--- src/rtl/nibble_tx_pkg.sv ---
package nibble_tx_pkg;

  typedef enum logic {
    PH_LOW  = 1'b0,
    PH_HIGH = 1'b1
  } phase_e;

  typedef struct packed {
    logic loadWord;
    logic driveLow;
    logic driveHigh;
  } strobes_t;

endpackage

--- src/rtl/nibble_tx_pace.sv ---
module nibble_tx_pace #(
  parameter int RATE_W   = 4,
  parameter int MIN_DIV  = 4,
  parameter int DIV_STEP = 5
) (
  input  logic              clk,
  input  logic              rst,
  input  logic [RATE_W-1:0] rateSel,
  output logic              tick
);

  localparam int NUM_RATES = 1 << RATE_W;
  localparam int MAX_DIV   = MIN_DIV + (NUM_RATES - 1) * (NUM_RATES - 1) * DIV_STEP;
  localparam int DIV_W     = $clog2(MAX_DIV + 1);

  logic [DIV_W-1:0] divTable [NUM_RATES];
  logic [DIV_W-1:0] count;

  // Divider table computed from the rate index, quadratic spacing.
  for (genvar g = 0; g < NUM_RATES; g++) begin : g_div
    assign divTable[g] = DIV_W'(MIN_DIV + g * g * DIV_STEP);
  end

  // New select is sampled only when the counter reloads.
  always_ff @(posedge clk) begin
    if (rst) begin
      count <= '0;
      tick  <= 1'b0;
    end else if (count == '0) begin
      tick  <= 1'b1;
      count <= divTable[rateSel] - DIV_W'(1);
    end else begin
      tick  <= 1'b0;
      count <= count - DIV_W'(1);
    end
  end

endmodule

--- src/rtl/nibble_tx_ctrl.sv ---
module nibble_tx_ctrl
  import nibble_tx_pkg::*;
(
  input  logic     clk,
  input  logic     rst,
  input  logic     tick,
  input  logic     txReady,
  output strobes_t strb
);

  phase_e phase, phaseNext;

  always_comb begin
    strb      = '0;
    phaseNext = phase;
    if (tick) begin
      unique case (phase)
        PH_LOW: begin
          strb.driveLow = 1'b1;
          if (txReady) begin
            strb.loadWord = 1'b1;
            phaseNext     = PH_HIGH;
          end
        end
        PH_HIGH: begin
          strb.driveHigh = 1'b1;
          phaseNext      = PH_LOW;
        end
        default: phaseNext = PH_LOW;
      endcase
    end
  end

  always_ff @(posedge clk) begin
    if (rst) phase <= PH_LOW;
    else     phase <= phaseNext;
  end

endmodule

--- src/rtl/nibble_tx_data.sv ---
module nibble_tx_data
  import nibble_tx_pkg::*;
#(
  parameter int DATA_W = 4
) (
  input  logic              clk,
  input  logic              rst,
  input  strobes_t          strb,
  input  logic [DATA_W-1:0] txData,
  output logic              dclk,
  output logic [DATA_W-1:0] dataOut,
  output logic              txAccept
);

  // All outputs straight from flops.
  always_ff @(posedge clk) begin
    if (rst) begin
      dclk     <= 1'b0;
      dataOut  <= '0;
      txAccept <= 1'b0;
    end else begin
      txAccept <= strb.loadWord;
      if (strb.loadWord)  dataOut <= txData;
      if (strb.driveLow)  dclk    <= 1'b0;
      else if (strb.driveHigh) dclk <= 1'b1;
    end
  end

endmodule

--- src/rtl/nibble_tx.sv ---
module nibble_tx
  import nibble_tx_pkg::*;
#(
  parameter int DATA_W   = 4,
  parameter int RATE_W   = 4,
  parameter int MIN_DIV  = 4,
  parameter int DIV_STEP = 5
) (
  input  logic              clk,
  input  logic              rst,
  input  logic [RATE_W-1:0] rateSel,
  input  logic              txReady,
  input  logic [DATA_W-1:0] txData,
  output logic              dclk,
  output logic [DATA_W-1:0] dataOut,
  output logic              txAccept
);

  logic     tick;
  strobes_t strb;

  nibble_tx_pace #(
    .RATE_W  (RATE_W),
    .MIN_DIV (MIN_DIV),
    .DIV_STEP(DIV_STEP)
  ) pace_i (
    .clk    (clk),
    .rst    (rst),
    .rateSel(rateSel),
    .tick   (tick)
  );

  nibble_tx_ctrl ctrl_i (
    .clk    (clk),
    .rst    (rst),
    .tick   (tick),
    .txReady(txReady),
    .strb   (strb)
  );

  nibble_tx_data #(
    .DATA_W(DATA_W)
  ) data_i (
    .clk     (clk),
    .rst     (rst),
    .strb    (strb),
    .txData  (txData),
    .dclk    (dclk),
    .dataOut (dataOut),
    .txAccept(txAccept)
  );

endmodule

--- config.mk ---
export PLATFORM = sky130hd
export DESIGN_NAME = nibble_tx
export DESIGN_NICKNAME = d
export VERILOG_FILES = /design/src/rtl/nibble_tx_pkg.sv /design/src/rtl/nibble_tx_pace.sv /design/src/rtl/nibble_tx_ctrl.sv /design/src/rtl/nibble_tx_data.sv /design/src/rtl/nibble_tx.sv
export SDC_FILE = /design/constraint.sdc
export NUM_CORES = 1
export LEC_CHECK = 0
export BUFFER_PORTS_ARGS = -buffer_cell sky130_fd_sc_hd__buf_2
export CAP_MARGIN = 5
export CORE_UTILIZATION = 49
export DETAILED_ROUTE_END_ITERATION = 8
export GPL_TIMING_DRIVEN = 0
export PLACE_DENSITY_LB_ADDON = 0.1
export SYNTH_ARGS = -nofsm -noshare
export SYNTH_HDL_FRONTEND = slang
export SYNTH_SLANG_ARGS = --single-unit
--- constraint.sdc ---
create_clock -name clk -period 2.1 [get_ports clk]
set_input_delay 0.21 -clock clk [delete_from_list [all_inputs] [get_ports clk]]
set_output_delay 0.21 -clock clk [all_outputs]
set_load 0.02 [all_outputs]
==> metrics.md <==
| Metric | Value |
|---|---|
| M3 GR Usage | `0.0561` |
| Crit path DAT | `2370 ps` |
| Fraction of layout cells with a size suffix above 1 | `0.294` |
| GRT Util Overall | `0.207` |
| Core Region | `2040 um^2` |
| Hold Path Origin | `txData[1]` |
| Psw | `819 uW` |
| Met2 usage | `0.322` |
| Number of flops mapped to enable cells by yosys | `0` |
| Final Skew | `11.8 ps` |
| Antenna-violating nets left | `0` |
| Clock root cell | `clkbuf_4` |
| Worst R2R Setup Slack | `-20 ps` |
| Slew @ Worst Pin | `601 ps` |
| P per Cell Area | `1410 nW/um^2` |
| Most crowded layer after global routing | `met2` |
| Comb power frac | `0.611` |
| WL per Instance | `13.1 um` |
| Count of maximum capacitance violations | `0` |
| Synth cell types | `41` |
| FF+latch count, synth | `19` |
| Peak supply drop | `0.869 mV` |
| 1st-iter DRT viols | `11` |
| Area share of the largest cell type after synthesis | `0.345` |
| Vias in the first global route | `910` |
| Mapped Cells | `127` |
| Syn_nets | `143` |
| Initial Util | `0.539` |
| Synth async-reset ratio | `0` |
| Yosys warnings | `0` |
| Clock Power Share | `0.097` |
| Total die area | `2440 um^2` |
| Sink Count | `19` |
| Final period utilization | `1.01` |
| Sequential-to-total area share from yosys stat | `0.345` |
| Pleak | `0.000611 uW` |
| Ranking of synthesized cells by area | `dfxtp_1 35%, nor2_1 6.8%, mux2i_1 6.4%, ha_1 5.7%, xor2_1 4.8%` |
| Fin crit period | `2120 ps` |
| Synthesized area | `1100 um^2` |
| Routability cong. | `0.853` |
| Crit path max fanout | `5` |
| Largest net degree at the start of global routing | `11` |
| Vias/cell | `5.58` |
| Most frequent cell after synthesis | `nor2_1` |
| Start of the worst register-to-register path | `pace_i.count[0]$_SDFF_PP0_` |
| Max-slew headroom | `0.593` |
| Failing checks | `negative setup slack` |
| Clk buf depth | `2` |
| # DRC | `0` |
| Worst-path clk slew | `110 ps` |
| Initial antenna violation count | `0` |
| CP Data Required Time | `2350 ps` |
| Status | `finished, violations left` |
| Chip height | `49.4 um` |
| Die X | `49.4 um` |
| Final worst slack | `-17.3 ps` |
| Detailed Route WL | `2.36 mm` |
| Fin. max-slew vios | `0` |
| Synthesized area per cell | `8.67 um^2` |
| DR vias | `1005` |
| Top cells by count, synth | `20 x nor2_1, 19 x dfxtp_1, 7 x a21oi_1, 7 x mux2i_1, 7 x nand2_1` |
| Sw Ratio | `0.424` |
| Capture point of the worst reg-to-reg path | `pace_i.count[9]$_SDFF_PP0_` |
| Synth Flop Type | `dfxtp_1` |
| Number of diodes | `0` |
| Setup TNS Final | `-17.3 ps` |
| Detailed Place HPWL | `1.68 mm` |
| Setup crit start kind | `flop` |
| H-tree depth | `1` |
| Pre-CTS setup slack | `-234 ps` |
| Internal | `1110 uW` |
| Final setup fails | `1` |
| Reg2reg path depth | `6` |
| Hold depth | `3` |
| Area grow syn2layout | `24.3%` |
| CTS buffer count | `3` |
| Hold_ws | `130 ps` |
| M1 GR Usage | `0.272` |
| First-pass GRT wire length | `3.82 mm` |
| Clock Latency Late Sink | `310 ps` |
| RSZ-0062 raised after global routing | `yes` |
| Global route overflow | `0` |
| Worst Hold End | `data_i.dataOut[1]$_SDFFE_PP0P_` |
| Setup CP Type | `flop to flop` |
| Reg power frac | `0.292` |
| I/O pin count | `17` |
| Post-synth top area cell | `dfxtp_1` |
| Hold Violations, Final | `0` |
| CTS tree | `yes` |
| Final #Nets | `170` |
| Setup crit end kind | `flop` |
| Router iterations before antenna repair | `4` |
| Buffers on Ports | `16` |
| Fmax | `472 MHz` |
| Num rows | `16` |
| Hold WC Path Type | `input pin to flop` |
[worst max-delay path by stage]
stage | startpoint | end | slack [ps] | cells after the start
final | pace_i.count[0]$_SDFF_PP0_ | pace_i.count[9]$_SDFF_PP0_ | -20 | 6
after CTS | pace_i.count[9]$_SDFF_PP0_ | pace_i.count[9]$_SDFF_PP0_ | 4 | 6
after floorplan | pace_i.count[1]$_SDFF_PP0_ | pace_i.count[10]$_SDFF_PP0_ | 20 | 9
after global placement | pace_i.count[1]$_SDFF_PP0_ | pace_i.count[6]$_SDFF_PP0_ | -210 | 9
after detailed placement | pace_i.count[1]$_SDFF_PP0_ | pace_i.count[10]$_SDFF_PP0_ | -230 | 9
after global routing | pace_i.count[0]$_SDFF_PP0_ | pace_i.count[9]$_SDFF_PP0_ | -90 | 6
[power groups by stage]
stage | Clock [uW] | Combinational [uW] | Sequential [uW]
final | 187 | 1180 | 564
after global routing | 205 | 1310 | 575
after CTS | 189 | 929 | 558
after detailed placement | 0 | 880 | 564
after global placement | 0 | 866 | 557
after floorplan | 0 | 721 | 550
[cells in the final DEF, fill, tap and decap left out, types with 2 or more instances in the layout]
cell type / synthesis / routed
dfxtp_1: 19 / 17
nor4_1: 3 / 2
nand2b_1: 3 / 3
a21oi_1: 7 / 6
nor2_1: 20 / 19
dfxtp_4: 0 / 2
xnor2_1: 3 / 3
xor2_1: 6 / 6
mux2i_1: 7 / 7
or3_1: 3 / 3
nor2b_1: 2 / 2
buf_2: 3 / 19
nor3_4: 0 / 2
buf_4: 0 / 6
or4_4: 2 / 2
nand2_1: 7 / 6
inv_1: 6 / 6
a41o_1: 2 / 2
clkbuf_1: 1 / 2
o21ai_0: 3 / 3
clkbuf_4: 0 / 3
ha_1: 5 / 4
[sequential cells by signal, indices dropped and copies added, names as in the netlist]
name and count:
ctrl_i.phase 1, data_i.dataOut 4, data_i.dclk 1, data_i.txAccept 1, pace_i.count 11, pace_i.tick 1
[kinds of logic (layout without fill, tap and decap cells)]
kind of cell | count (synthesis) | after routing | synth area share
and+or+nand+nor | 49 | 49 | 0.243
AOI/OAI and AO/OA | 27 | 27 | 0.178
DFF | 19 | 19 | 0.345
buffers and inverters | 11 | 37 | 0.0409
xor gates and xnor gates | 9 | 9 | 0.0716
muxes | 7 | 7 | 0.0636
adders and majority gates | 5 | 5 | 0.0568
[layout make-up]
type / instances / area [um^2]
Tap cell: 27 / 33.8
Timing Repair Buffer: 22 / 125
Inverter: 6 / 22.5
Clock buffer: 4 / 26.3
Fill cell: 185 / 673
Sequential cell: 19 / 388
Multi-Input combinational cell: 97 / 751
Buffer: 5 / 22.5
[stage by stage]
stage	power, uW	utilization	std cells	area (um^2)
finish	1930	0.670	180	1370
global route	2090	0.670	180	1370
floorplan	1270	-	127	1100
global placement	1420	0.595	170	1210
detailed placement	1440	0.595	170	1210
CTS	1680	0.616	175	1260
[per-layer routing]
| layer | vias to the layer above | wire, um | part of all wire |
|---|---|---|---|
| met3 | 5 | 110 | 0.047 |
| met1 | 473 | 1080 | 0.46 |
| li1 | 505 | - | - |
| met4 | 0 | 54 | 0.023 |
| met5 | - | 0 | 0 |
| met2 | 22 | 1120 | 0.47 |
[repair_timing]
action | 4_1_cts | 5_1_grt
pin swaps | 2 | 10
hold buffers | 0 | 0
buffers inserted | 1 | 5
endpoints found under the hold margin | 0 | 0
gates resized for setup | 3 | 14
setup endpoints to repair | 6 | 4
[critical path, stage by stage (launching register included)]
cell	delay [ps]
dfxtp_4	360
or4_4	570
or3_4	460
a31oi_4	240
nor3_4	70
a311o_1	310
nand2_1	50
No activity file was read; power rests on OpenSTA's default activity.
